File: src/rtl/spec_coh_pkg.sv
package spec_coh_pkg;
  typedef enum logic [1:0] {
    L0_I  = 2'b00,
    L0_S  = 2'b01,
    L0_SE = 2'b10
  } l0_state_e;
endpackage

File: src/rtl/coh_decide.sv
module coh_decide
  import spec_coh_pkg::*;
#(
  parameter int AW = 32
) (
  input  logic          clk_i,
  input  logic          rst_ni,
  input  logic          req_valid_i,
  input  logic [AW-1:0] req_addr_i,
  input  logic          req_spec_i,
  input  logic          req_store_i,
  input  logic          req_head_i,
  input  logic          snp_other_em_i,
  input  logic          snp_on_path_i,
  input  logic          snp_other_any_i,
  output logic          grant_o,
  output logic          nack_o,
  output logic [1:0]    state_o,
  output logic [AW-1:0] addr_o
);
  logic      safe_now;
  logic      conflict;
  logic      do_grant;
  logic      do_nack;
  l0_state_e grant_state;

  // off-path E/M holder would be downgraded by servicing this miss
  assign conflict = snp_other_em_i && !snp_on_path_i;
  assign safe_now = !req_spec_i || req_head_i;
  assign do_nack  = req_valid_i && conflict && !safe_now;
  assign do_grant = req_valid_i && !do_nack;

  always_comb begin
    grant_state = L0_S;
    if (!snp_other_any_i && !(req_store_i && req_spec_i)) grant_state = L0_SE;
  end

  always_ff @(posedge clk_i or negedge rst_ni) begin
    if (!rst_ni) begin
      grant_o <= 1'b0;
      nack_o  <= 1'b0;
      state_o <= L0_I;
      addr_o  <= '0;
    end else begin
      grant_o <= do_grant;
      nack_o  <= do_nack;
      state_o <= do_grant ? grant_state : L0_I;
      addr_o  <= req_valid_i ? req_addr_i : addr_o;
    end
  end

  a_r1_no_code3: assert property (@(posedge clk_i) disable iff (!rst_ni)
    state_o != 2'b11);
  a_r1_idle_is_i: assert property (@(posedge clk_i) disable iff (!rst_ni)
    !grant_o |-> state_o == L0_I);
  a_r3_one_answer: assert property (@(posedge clk_i) disable iff (!rst_ni)
    !(grant_o && nack_o));
  a_r3_nack_cause: assert property (@(posedge clk_i) disable iff (!rst_ni)
    (req_valid_i && snp_other_em_i && !snp_on_path_i && req_spec_i && !req_head_i)
    |=> nack_o);
  a_r2_grant_safe: assert property (@(posedge clk_i) disable iff (!rst_ni)
    (req_valid_i && (!snp_other_em_i || snp_on_path_i)) |=> grant_o);
endmodule

File: src/rtl/upg_queue.sv
module upg_queue #(
  parameter int AW    = 32,
  parameter int DEPTH = 4
) (
  input  logic          clk_i,
  input  logic          rst_ni,
  input  logic          push_i,
  input  logic [AW-1:0] push_addr_i,
  input  logic          push_bc_i,
  input  logic          pop_i,
  output logic          empty_o,
  output logic [AW-1:0] head_addr_o,
  output logic          head_bc_o
);
  localparam int PW = (DEPTH > 1) ? $clog2(DEPTH) : 1;
  localparam int CW = $clog2(DEPTH + 1);

  logic [AW-1:0] addr_q [DEPTH];
  logic          bc_q   [DEPTH];
  logic [PW-1:0] rd_ptr, wr_ptr;
  logic [CW-1:0] count;
  logic          full;
  logic          do_push, do_pop;

  assign full    = (count == CW'(DEPTH));
  assign empty_o = (count == '0);
  assign do_push = push_i && !full;   // full at the edge: entry dropped
  assign do_pop  = pop_i && !empty_o;

  function automatic logic [PW-1:0] bump(input logic [PW-1:0] p);
    return (p == PW'(DEPTH - 1)) ? '0 : p + 1'b1;
  endfunction

  generate
    for (genvar g = 0; g < DEPTH; g++) begin : g_slot
      always_ff @(posedge clk_i or negedge rst_ni) begin
        if (!rst_ni) begin
          addr_q[g] <= '0;
          bc_q[g]   <= 1'b0;
        end else if (do_push && wr_ptr == PW'(g)) begin
          addr_q[g] <= push_addr_i;
          bc_q[g]   <= push_bc_i;
        end
      end
    end
  endgenerate

  always_ff @(posedge clk_i or negedge rst_ni) begin
    if (!rst_ni) begin
      rd_ptr <= '0;
      wr_ptr <= '0;
      count  <= '0;
    end else begin
      if (do_push) wr_ptr <= bump(wr_ptr);
      if (do_pop)  rd_ptr <= bump(rd_ptr);
      count <= count + CW'(do_push) - CW'(do_pop);
    end
  end

  assign head_addr_o = addr_q[rd_ptr];
  assign head_bc_o   = bc_q[rd_ptr];

  a_r8_count_bound: assert property (@(posedge clk_i) disable iff (!rst_ni)
    count <= CW'(DEPTH));
  a_r8_full_drops: assert property (@(posedge clk_i) disable iff (!rst_ni)
    (full && push_i && !pop_i) |=> count == CW'(DEPTH));
endmodule

File: src/rtl/bcast_timer.sv
module bcast_timer #(
  parameter int AW        = 32,
  parameter int NFC       = 4,
  parameter int BCAST_LEN = 6
) (
  input  logic           clk_i,
  input  logic           rst_ni,
  input  logic           start_i,
  input  logic           need_i,
  input  logic [AW-1:0]  addr_i,
  input  logic [NFC-1:0] ack_i,
  output logic           idle_o,
  output logic           bcast_valid_o,
  output logic [AW-1:0]  bcast_addr_o
);
  localparam int TW = $clog2(BCAST_LEN + 1);

  logic [TW-1:0] remain;

  always_ff @(posedge clk_i or negedge rst_ni) begin
    if (!rst_ni) begin
      remain       <= '0;
      bcast_addr_o <= '0;
    end else if (start_i) begin
      remain       <= need_i ? TW'(BCAST_LEN) : '0;
      bcast_addr_o <= addr_i;
    end else if (remain != '0) begin
      remain <= remain - 1'b1;
    end
  end

  assign bcast_valid_o = (remain != '0);
  assign idle_o        = (remain == '0);

  a_r10_ack_ignored: assert property (@(posedge clk_i) disable iff (!rst_ni)
    ((ack_i != '0) && remain > TW'(1)) |=> bcast_valid_o);
  a_r6_addr_stable: assert property (@(posedge clk_i) disable iff (!rst_ni)
    (bcast_valid_o && !start_i) |=> $stable(bcast_addr_o));
endmodule

File: src/rtl/spec_coh_gate.sv
module spec_coh_gate
  import spec_coh_pkg::*;
#(
  parameter int AW        = 32,
  parameter int QDEPTH    = 4,
  parameter int NFC       = 4,
  parameter int BCAST_LEN = 6
) (
  input  logic           clk_i,
  input  logic           rst_ni,
  input  logic           req_valid_i,
  input  logic [AW-1:0]  req_addr_i,
  input  logic           req_spec_i,
  input  logic           req_store_i,
  input  logic           req_head_i,
  input  logic           snp_other_em_i,
  input  logic           snp_on_path_i,
  input  logic           snp_other_any_i,
  output logic           rsp_grant_o,
  output logic           rsp_nack_o,
  output logic [1:0]     rsp_state_o,
  output logic [AW-1:0]  rsp_addr_o,
  input  logic           commit_valid_i,
  input  logic [AW-1:0]  commit_addr_i,
  input  logic           commit_se_i,
  input  logic           commit_store_i,
  input  logic           commit_l1_excl_i,
  output logic           upg_valid_o,
  output logic [AW-1:0]  upg_addr_o,
  output logic           bcast_valid_o,
  output logic [AW-1:0]  bcast_addr_o,
  input  logic [NFC-1:0] bcast_ack_i
);
  logic          q_push, q_pop, q_empty, q_head_bc, t_idle;
  logic [AW-1:0] q_head_addr;

  coh_decide #(.AW(AW)) u_decide (
    .clk_i, .rst_ni,
    .req_valid_i, .req_addr_i, .req_spec_i, .req_store_i, .req_head_i,
    .snp_other_em_i, .snp_on_path_i, .snp_other_any_i,
    .grant_o (rsp_grant_o),
    .nack_o  (rsp_nack_o),
    .state_o (rsp_state_o),
    .addr_o  (rsp_addr_o)
  );

  assign q_push = commit_valid_i && (commit_se_i || commit_store_i);
  assign q_pop  = !q_empty && t_idle;

  upg_queue #(.AW(AW), .DEPTH(QDEPTH)) u_queue (
    .clk_i, .rst_ni,
    .push_i      (q_push),
    .push_addr_i (commit_addr_i),
    .push_bc_i   (!commit_l1_excl_i),
    .pop_i       (q_pop),
    .empty_o     (q_empty),
    .head_addr_o (q_head_addr),
    .head_bc_o   (q_head_bc)
  );

  bcast_timer #(.AW(AW), .NFC(NFC), .BCAST_LEN(BCAST_LEN)) u_timer (
    .clk_i, .rst_ni,
    .start_i       (q_pop),
    .need_i        (q_head_bc),
    .addr_i        (q_head_addr),
    .ack_i         (bcast_ack_i),
    .idle_o        (t_idle),
    .bcast_valid_o (bcast_valid_o),
    .bcast_addr_o  (bcast_addr_o)
  );

  always_ff @(posedge clk_i or negedge rst_ni) begin
    if (!rst_ni) begin
      upg_valid_o <= 1'b0;
      upg_addr_o  <= '0;
    end else begin
      upg_valid_o <= q_pop;
      if (q_pop) upg_addr_o <= q_head_addr;
    end
  end

  a_r6_bcast_with_upg: assert property (@(posedge clk_i) disable iff (!rst_ni)
    $rose(bcast_valid_o) |-> upg_valid_o);
  a_r6_bcast_addr_match: assert property (@(posedge clk_i) disable iff (!rst_ni)
    $rose(bcast_valid_o) |-> bcast_addr_o == upg_addr_o);
  a_r6_no_issue_in_bcast: assert property (@(posedge clk_i) disable iff (!rst_ni)
    (bcast_valid_o && !$rose(bcast_valid_o)) |-> !upg_valid_o);
endmodule

File: config.mk
export PLATFORM = sky130hd
export DESIGN_NAME = spec_coh_gate
export DESIGN_NICKNAME = d
export VERILOG_FILES = /design/src/rtl/spec_coh_pkg.sv /design/src/rtl/coh_decide.sv /design/src/rtl/upg_queue.sv /design/src/rtl/bcast_timer.sv /design/src/rtl/spec_coh_gate.sv
export SDC_FILE = /design/constraint.sdc
export NUM_CORES = 1
export LEC_CHECK = 0
export ABC_CLOCK_PERIOD_IN_PS = 3700
export BUFFER_PORTS_ARGS = -buffer_cell sky130_fd_sc_hd__buf_2
export CORE_ASPECT_RATIO = 1.5
export CORE_MARGIN = 2
export CORE_UTILIZATION = 55
export CTS_CLUSTER_SIZE = 40
export DETAILED_ROUTE_END_ITERATION = 7
export GPL_ROUTABILITY_DRIVEN = 0
export GPL_TIMING_DRIVEN = 1
export PLACE_DENSITY = 0.77
export SYNTH_ARGS = -nofsm -noshare
export SYNTH_HDL_FRONTEND = slang
export SYNTH_HIERARCHICAL = 1
export SYNTH_SLANG_ARGS = --single-unit
File: constraint.sdc
create_clock -name clk_i -period 3.7 [get_ports clk_i]
set_clock_uncertainty 0.1 [all_clocks]
set_input_delay 0.74 -clock clk_i [delete_from_list [all_inputs] [get_ports clk_i]]
set_output_delay 0.74 -clock clk_i [all_outputs]
set_load 0.02 [all_outputs]
==> results.toml, run 1 <==
[run_status]
status = "finished, final reports clean"

[clock_network]
cts_tree = "done"
cts_hold_buffers = 0
cts_resized = 0
h-tree-depth = 1
clk_latency_ns = 0.52
cts_root_buffer = "clkbuf_16"
clkTransAtPathRegs_ns = 0.07
clock-sinks = 243
clockBufferDepth = 3
post_cts_buffers = 0
cts_buffers = 24

[logic_synthesis]
synth_seq_area_share = 0.4351
synth_top_area_share = 0.4351
ys_ff_latch = 243
synthTopCellsByArea = "dfrtp_1 44%, nand4bb_1 11%, a21bo_2 9.5%"
syn_area_um2 = 13980
async_reset_ff_frac = 1.000
synth_most_common_cell = "dfrtp_1"
post-synth-top-area-cell = "dfrtp_1"
yosysUniqueCellTypes = 39
synth_edf_count = 0
synthesis.instances = 1092
synth_common_cells = "243 x dfrtp_1, 134 x nand4bb_1, 132 x a21bo_2, 132 x nand3_1, 124 x o211ai_1"
syn_avg_cell_area_um2 = 12.80
synth_ff_type = "dfrtp_1"
syn_nets = 1183
synth_warnings = 6

[placement]
placed_cell_area_um2 = 14740
place_inst = 1482
dp_hpwl_um = 17580
portBuffers = 178
pre_cts_slack_ns = 0.8591

[detailed_routing]
antenna_left = 0
drc = 0
avgViaCountPerCell = 6.328
drt_iter0_drc = 644
wire_per_inst_um = 20.44
vias = 9657
wirelength_um = 31190
drt_pass1_iterations = 5

[floorplanning]
ioPinCount = 183
placementRows = 71
core_um2 = 25050
die_area_um2 = 26730
start_util = 0.5579
die_x_um = 134.2
die-height_um = 199.2

[setup_path]
critical_path.max_fanout = 39
worst_setup_path_start_kind = "flip-flop"
slowest_delay_ns = 0.67
cp-end-kind = "flip-flop"
critical-path-slowest-cell = "buf_4"
rrSetupSlack_ns = 0.86
cp_num_buf_inv = 4
crit_required_ns = 4.00
cp_top_family = "buffers and inverters"
crit_chain = "inv_1, ha_1, nand2b_4, inv_1, nor2b_4, buf_4, buf_4, mux2_2"
critPathKind = "flip-flop to flip-flop"
worstPathArrival_ns = 3.14

[final_layout]
syn2layout_area_growth_pct = 12.17
nets = 1271
fin_area_um2 = 15680
drive_above_1_share = 0.4466
final_cells = 1526
utilization = 0.6258
n_antenna_cell = 0

[timing]
holdWs_ns = 0.08721
tns_ns = 0
period_minus_slack_ns = 2.835
fin_crit_sh = 0.7663
setup_violations = 0
finalHoldViolCount = 0
drv_slew = 0
fmax_ghz = 0.3527
worstMarginPinSlew_ns = 1.123
setup_ws_ns = 0.8647
max_slew_margin = 0.2512
rsz0062_at_grt = "false"

[power_and_ir_drop]
vdd_drop_max_v = 0.0005767
power.total_mw = 14.99
power_density_nw_per_um2 = 955.9
p_leak_nw = 6.286

[grt]
overflow = 0
grt_pass1_wl_um = 51850
first_global_vias = 9654
track_usage = 0.2346
grt_max_degree = 135
grt_antenna_before_repair = 0

[min_path]
hp-class = "input pin to async pin"

[job]
max_cap_violations = 0
==> cells by family after synthesis <==
logic type,Yosys count,synth area share
and+or+nand+nor,284,0.1647
AOI/OAI and AO/OA,271,0.1735
DFF,243,0.4351
buffers and inverters,148,0.05962
muxes,133,0.1557
adders and majority gates,10,0.009490
xor gates and xnor gates,3,0.001880
==> flip-flops by register name, summed over array words and instances (netlist names), 2 cells and up <==
signal                count
u_decide/addr_o          32
u_decide/state_o          2
u_queue/addr_q          128
u_queue/bc_q              4
u_queue/count             3
u_queue/rd_ptr            2
u_queue/wr_ptr            2
u_timer/bcast_addr_o     32
u_timer/remain            3
upg_addr_o               32
==> worst reg2reg max path, stage by stage, from the launching register on <==
cell and delay, ns:
dfrtp_1 0.39, inv_1 0.10, ha_1 0.22, nand2b_4 0.09
inv_1 0.06, nor2b_4 0.15, buf_4 0.46, buf_4 0.68
mux2_2 0.47
==> worst paths after layout <==
path / from / endpoint / cells after the start
worst max-delay path: u_timer/remain[0] / upg_addr_o[26] / 8
worst min-delay path: rst_ni / u_queue/addr_q[7] / 1
worst max register to register: u_timer/remain[0] / upg_addr_o[26] / 8
worst min register to register: u_timer/bcast_addr_o[20] / u_timer/bcast_addr_o[20] / 1
max in group asynchronous: rst_ni / u_queue/rd_ptr[1] / 2
min in group clk_i: req_addr_i[13] / u_decide/addr_o[13] / 2
==> cell usage in the layout (no fill, tap or decap), drive strengths merged <==
master    count
nand3       132
fa            1
and2          1
nor2b         2
nand2         2
o21ai         2
nor2          3
a21oi         1
and4bb        1
nor3b         2
mux2i         1
o31ai         1
nand2b        4
and3b         1
nand4bb     134
dfrtp       243
clkinv        5
xnor2         3
o211ai      134
a21bo       132
or3b          1
nor3          1
mux2         99
clkinvlp      2
mux4         33
inv          12
o21a          1
ha            9
bufinv        6
buf         200
clkbuf       29
==> report_power, final <==
group / leakage (nW) / internal [mW] / switching [mW]
clock network: 0.453 / 1.74 / 1.08
registers: 2.71 / 3.86 / 0.963
logic: 3.12 / 3.86 / 3.47
total: 6.29 / 9.46 / 5.52
==> layout make-up <==
type | count | area, µm²
Tap cell | 328 | 410.4
Timing Repair Buffer | 200 | 1116
Clock buffer | 29 | 680.7
Clock inverter | 15 | 251.5
Fill cell | 1982 | 9375
Multi-Input combinational cell | 701 | 7086
Sequential cell | 243 | 6095
Inverter | 10 | 37.54
==> per-layer routing <==
layer | track usage | wire length [µm]
met1 | 0.3242 | 13420
met2 | 0.4015 | 15730
met3 | 0.02435 | 1533
met4 | 0.05536 | 504
met5 | 0 | 0
(Power assumes the default switching activity.)
==> run 2: changes to the inputs <==
--- a/config.mk
+++ b/config.mk
@@ -5,11 +5,12 @@
 export SDC_FILE = /design/constraint.sdc
 export NUM_CORES = 1
 export LEC_CHECK = 0
-export ABC_CLOCK_PERIOD_IN_PS = 3700
+export ABC_AREA = 1
+export ABC_CLOCK_PERIOD_IN_PS = 2400
 export BUFFER_PORTS_ARGS = -buffer_cell sky130_fd_sc_hd__buf_2
 export CORE_ASPECT_RATIO = 1.5
 export CORE_MARGIN = 2
-export CORE_UTILIZATION = 55
+export CORE_UTILIZATION = 52
 export CTS_CLUSTER_SIZE = 40
 export DETAILED_ROUTE_END_ITERATION = 7
 export GPL_ROUTABILITY_DRIVEN = 0
==> constraint.sdc (replaced) <==
create_clock -name clk_i -period 2.4 [get_ports clk_i]
set_clock_uncertainty 0.1 [all_clocks]
set_input_delay 0.48 -clock clk_i [delete_from_list [all_inputs] [get_ports clk_i]]
set_output_delay 0.48 -clock clk_i [all_outputs]
set_load 0.02 [all_outputs]
==> run 2 against run 1 <==
  * Via count down 1.2%
  * Count of clock-buffer cells in the layout up 1
  * Critical path depth up 8
  * Maximum frequency up 25%
  * Clock power up 26%
  * Sequential share of layout area up 7.8 points
  * Non-clock buffer count up 16
  * Flip-flop and latch count unchanged
  * Setup slack worse by 0.74 ns
  * Global-route usage up 1.3 points
  * Utilization down 0.91 points
  * Critical path type unchanged
  * Largest power group unchanged
==> results.toml, run 2 <==
[setup_path]
rr_worst_depth = 16
slowest_delay_ns = 0.45
crit_chain = "inv_1, nand2_2, inv_2, inv_2, nand2_4, inv_4, nand2_4, inv_2, ha_1, inv_1, ha_2, fa_2, xnor2_2, inv_1, nand2_1, nand2_1"
reg2reg_to = "u_queue/count[2]"
cp_num_buf_inv = 7
worst_setup_path_start_kind = "flip-flop"
rrSetupSlack_ns = 0.13
critical-path-slowest-cell = "dfrtp_1"
critPathKind = "flip-flop to flip-flop"
cp-end-kind = "flip-flop"
critical_path.max_fanout = 4
reg2reg_from = "u_queue/count[2]"
worstPathArrival_ns = 2.56
cp_top_family = "adder cells"
crit_required_ns = 2.69

[floorplanning]
ioPinCount = 183
die_x_um = 124.1
placementRows = 65
start_util = 0.5324
die_area_um2 = 22870
die-height_um = 184.2
core_um2 = 21150

[detailed_routing]
avgViaCountPerCell = 5.383
drt_iter0_drc = 712
vias = 9539
wire_per_inst_um = 15.91
drc = 0
wirelength_um = 28190
antenna_left = 0
drt_pass1_iterations = 5

[placement]
placed_cell_area_um2 = 12260
pre_cts_slack_ns = 0.02875
place_inst = 1724
dp_hpwl_um = 17610
portBuffers = 178

[logic_synthesis]
synth_ff_type = "dfrtp_1"
synthesis.instances = 1347
synthTopCellsByArea = "dfrtp_1 54%, nand2_1 20%, nand4_1 7.3%"
synth_edf_count = 0
synth_most_common_cell = "nand2_1"
synth_warnings = 6
syn_avg_cell_area_um2 = 8.357
yosysUniqueCellTypes = 27
async_reset_ff_frac = 1.000
syn_area_um2 = 11260
synth_common_cells = "593 x nand2_1, 243 x dfrtp_1, 132 x nand4_1"
synth_top_area_share = 0.5402
synth_seq_area_share = 0.5402
ys_ff_latch = 243
syn_nets = 1438
post-synth-top-area-cell = "dfrtp_1"

[final_layout]
drive_above_1_share = 0.1987
largest_reg_flops = 128
regArea_um2 = 6086
mostFrequentLayoutCells = "591 x nand2_1, 241 x dfrtp_1, 177 x buf_2, 132 x nand4_1, 80 x inv_1"
fill_cells = 1804
multi_input_area_um2 = 4250
final_common_cell = "nand2_1"
fin_area_um2 = 13040
syn2layout_area_growth_pct = 15.84
nets = 1575
final_cells = 1772
top_register = "u_queue/addr_q"

[grt]
overflow = 0
track_usage = 0.2478
grt_max_degree = 138
grt_pass1_wl_um = 45220
first_global_vias = 9017
grt_antenna_before_repair = 5

[power_and_ir_drop]
p_sw_frac = 0.4277
seq_power_share = 0.383
p_leak_nw = 7.205
p_sw_mw = 7.648
vdd_drop_max_v = 0.0006718
combPwrFrac = 0.418
internal_power_mw = 10.23
p_clk_frac = 0.200
power_density_nw_per_um2 = 1371

[timing]
period_minus_slack_ns = 2.272
tns_ns = 0
fmax_ghz = 0.4401
max_slew_margin = 0.4991
setup_violations = 0
finalHoldViolCount = 0
fin_crit_sh = 0.9467
setup_ws_ns = 0.1279
rsz0062_at_grt = "false"
worstMarginPinSlew_ns = 0.7514
drv_slew = 0

[clock_network]
clockBufferDepth = 3
cts_tree = "done"
cts_buffers = 23
clk_latency_ns = 0.50
clock-sinks = 243
clkTransAtPathRegs_ns = 0.06
h-tree-depth = 1
cts_root_buffer = "clkbuf_16"

[min_path]
hold_end = "u_decide/addr_o[17]"
whs_path_depth = 3
worstHoldStart = "req_addr_i[17]"
hp-class = "input pin to flip-flop"

[job]
max_cap_violations = 0

[run_status]
status = "finished, final reports clean"
[run 2: cell count changes in the layout (fill, tap and decap cells not counted), sizes merged, moves of 15 or more]
cell | previous run | this run
buf | 200 | 215
a21oi | 1 | 35
inv | 12 | 89
nand4bb | 134 | 0
mux2 | 99 | 0
a21bo | 132 | 0
nand3 | 132 | 39
nand4 | 0 | 132
o211ai | 134 | 33
o21ai | 2 | 37
mux4 | 33 | 0
nand2 | 2 | 615
[run 2: logic make-up after synthesis]
family | share of synthesized area
simple gates | 0.3054
buf+inv | 0.08714
compound gates | 0.05469
flops | 0.5402
fa+ha+maj | 0.01178
xor+xnor | 0.0007782
[run 2: worst min-delay path, cell delays in order]
cell	delay (ns)
buf_2	0.07
nand2_1	0.04
nand2_1	0.06
[run 2: cell type report]
class / count / share of cell area
antenna: 4 / 0.0007676
clock buffer: 30 / 0.04846
timing repair buffer: 216 / 0.09720
clock inverter: 11 / 0.008252
inverter: 89 / 0.02696
tap: 268 / 0.02571
multi-input combinational: 911 / 0.3259
sequential: 243 / 0.4667
[run 2: through the flow]
step	hold slack [ns]	total power, mW	util
finish	0.08796	17.88	0.6167
global route	0.08738	19.30	0.6167
CTS	0.07701	17.94	0.6151
detailed placement	0.3413	14.31	0.5796
global placement	0.3351	14.04	0.5796
floorplan	0.08441	12.14	-
[run 2: how the worst max path moves through the flow]
stage                            from               end  slack [ns]  depth (start not counted)
global placement     u_queue/count[0]  u_queue/count[2]        0.12                         16
finish               u_queue/count[2]  u_queue/count[2]        0.13                         16
CTS                  u_queue/count[0]  u_queue/count[2]        0.02                         16
detailed placement   u_queue/count[0]  u_queue/count[2]        0.03                         16
floorplan           u_timer/remain[0]  u_queue/count[2]       -0.02                         18
global route         u_queue/count[1]  u_queue/count[2]       0.003                         16
[run 2: metal layers]
metal,vias to the layer above,share of wire,GRT usage
met2,347,0.50,0.4323
met5,-,0.00053,0
met1,4505,0.40,0.3107
met3,63,0.067,0.03713
li1,4622,-,-
met4,2,0.030,0.08494
[run 2: power groups by stage]
stage	Combinational, mW	Clock, mW	Sequential, mW
floorplan	5.01	0	7.13
global placement	7.21	0	6.84
detailed placement	7.42	0	6.90
CTS	7.47	3.64	6.84
global route	8.44	3.82	7.04
finish	7.47	3.57	6.84
[run 2: repair_timing]
action / CTS / global route
endpoints found under the setup margin: 0 / 57
resized for setup: 0 / 2
endpoints found under the hold margin: 50 / 0
hold buffers: 1 / 0
setup buffers: 0 / 2
==> run 3: changes to the inputs <==
--- a/config.mk
+++ b/config.mk
@@ -16,6 +16,7 @@
 export GPL_ROUTABILITY_DRIVEN = 0
 export GPL_TIMING_DRIVEN = 1
 export PLACE_DENSITY = 0.77
+export REMOVE_ABC_BUFFERS = 1
 export SYNTH_ARGS = -nofsm -noshare
 export SYNTH_HDL_FRONTEND = slang
 export SYNTH_HIERARCHICAL = 1
==> run 3 against run 2 <==
  * First-iteration DRC count down 8.6%
  * Via count is 1.4% higher
  * Combinational power rose by 3.3%
  * Routed wire length increased by 1.8%
  * Design area increased by 0.63%
  * Setup slack worse by 0.017 ns
  * Final cell count unchanged
  * Largest power group unchanged
==> results.toml, run 3 (same netlist as run 2, synthesis figures left out) <==
[setup_path]
critical-path-slowest-cell = "dfrtp_1"
slowest_delay_ns = 0.41
crit_required_ns = 2.71
cp-end-kind = "flip-flop"
cp_top_family = "adder cells"
critPathKind = "flip-flop to flip-flop"
rrSetupSlack_ns = 0.11
worstPathArrival_ns = 2.59
endpoint = "u_queue/count[2]"
critical_path.max_fanout = 2
crit_chain = "nor2_4, nand2_2, inv_1, inv_2, nand2_4, inv_2, nand2_2, inv_1, ha_1, inv_2, ha_4, fa_2, xnor2_2, inv_1, nand2_1, nand2_1"
crit_cells = 16
reg2reg_to = "u_queue/count[2]"
reg2reg_from = "u_queue/count[0]"
critPathLaunch = "u_queue/count[0]"
worst_setup_path_start_kind = "flip-flop"
cp_num_buf_inv = 6
rr_worst_depth = 16

[final_layout]
largest_reg_flops = 128
top_register = "u_queue/addr_q"
final_common_cell = "nand2_1"
nets = 1576
utilization = 0.6206
mostFrequentLayoutCells = "591 x nand2_1, 241 x dfrtp_1, 177 x buf_2, 132 x nand4_1, 81 x inv_1"
fill_cells = 1795
drive_above_1_share = 0.2025
syn2layout_area_growth_pct = 16.57

[power_and_ir_drop]
p_leak_nw = 7.226
power_density_nw_per_um2 = 1382
vdd_drop_max_v = 0.0008234
power.total_mw = 18.14

[clock_network]
cts_root_buffer = "clkbuf_16"
h-tree-depth = 1
clockBufferDepth = 3
cts_tree = "done"
clkTransAtPathRegs_ns = 0.06
clock-sinks = 243
cts_buffers = 24
clk_latency_ns = 0.52

[job]
max_cap_violations = 0

[detailed_routing]
antenna_left = 0
drt_iter0_drc = 651
drt_pass1_iterations = 5
drc = 0
wirelength_um = 28680
avgViaCountPerCell = 5.457
wire_per_inst_um = 16.19
vias = 9670

[floorplanning]
die_area_um2 = 22870
core_um2 = 21150
placementRows = 65
die_x_um = 124.1
die-height_um = 184.2
start_util = 0.5324
ioPinCount = 183

[grt]
overflow = 0
first_global_vias = 9241
grt_pass1_wl_um = 45670
grt_antenna_before_repair = 4
grt_max_degree = 138
track_usage = 0.2490

[placement]
portBuffers = 178
dp_hpwl_um = 17290

[timing]
finalHoldViolCount = 0
fin_crit_sh = 0.9537
drv_slew = 0
setup_violations = 0
max_slew_margin = 0.5567
period_minus_slack_ns = 2.289
worstMarginPinSlew_ns = 0.6649
fmax_ghz = 0.4369

[min_path]
hp-class = "input pin to flip-flop"
whs_path_depth = 3

[run_status]
status = "finished, final reports clean"
## run 3: cell count changes in the layout (fill, tap and decap cells not counted), moves of 2 or more
cell       previous run  this run
nand3_1              37        35
clkinv_2              8         5
nand3_2               2         4
ha_1                  7         3
clkbuf_8              3         6
clkbuf_16            23        25
ha_2                  1         4
## run 3: cell type report
class / instances / area, µm² / area share
repair buffers: 216 / 1276 / 0.09725
diodes: 3 / 7.507 / 0.0005721
well taps: 268 / 335.3 / 0.02555
inverters: 89 / 351.6 / 0.02679
flip-flops and latches: 243 / 6086 / 0.4638
multi-input cells: 911 / 4280 / 0.3262
clock inverters: 7 / 62.56 / 0.004767
clock buffers: 35 / 723.2 / 0.05511
## run 3: tightest hold or removal path, delay by kind of cell
family	cells	cell delay [ns]
simple gates	2	0.09
buf+inv	1	0.07
## run 3: where the power goes
| group | internal (mW) | switching (mW) | leakage, nW | total (mW) |
|---|---|---|---|---|
| clock | 2.19 | 1.51 | 0.390 | 3.70 |
| sequential | 5.75 | 0.977 | 3.05 | 6.72 |
| combinational | 2.53 | 5.18 | 3.79 | 7.72 |
## run 3: worst min-delay path by stage
| stage | slack [ns] | startpoint | to |
|---|---|---|---|
| after global placement | 0.24 | rst_ni | u_queue/addr_q[109] |
| final | 0.08 | req_addr_i[11] | u_decide/addr_o[11] |
| after floorplan | 0.08 | rst_ni | u_decide/addr_o[0] |
| after CTS | 0.07 | req_addr_i[14] | u_decide/addr_o[14] |
| after global routing | 0.08 | req_addr_i[26] | u_decide/addr_o[26] |
| after detailed placement | 0.25 | rst_ni | u_queue/addr_q[109] |
## run 3: what timing repair did
action / CTS / global route
buffers inserted: 0 / 2
gates resized for setup: 3 / 11
hold buffers: 1 / 0
pin swaps: 1 / 4
endpoints found under the setup margin: 1 / 1
hold endpoints to repair: 22 / 0
## run 3: routing by layer
layer / vias up / global-route usage / share of wire
met5: - / 0 / 0
met2: 342 / 0.4398 / 0.51
met4: 0 / 0.07865 / 0.020
met3: 44 / 0.03373 / 0.070
met1: 4651 / 0.3128 / 0.40
li1: 4633 / - / -
## run 3: stage by stage
stage / cells / TNS [ns] / hold WS, ns / area (µm²) / setup slack (ns)
4_1_cts: 1767 / 0 / 0.06674 / 13060 / 0.03450
2_1_floorplan: 1243 / -343.21 / 0.08441 / 10630 / -2.303
5_1_grt: 1771 / -0.02183 / 0.07552 / 13120 / -0.02183
3_5_place_dp: 1724 / -0.03804 / 0.2454 / 12260 / -0.03804
3_3_place_gp: 1724 / 0 / 0.2368 / 12260 / 0.05352
6_report: 1772 / 0 / 0.07642 / 13120 / 0.1111
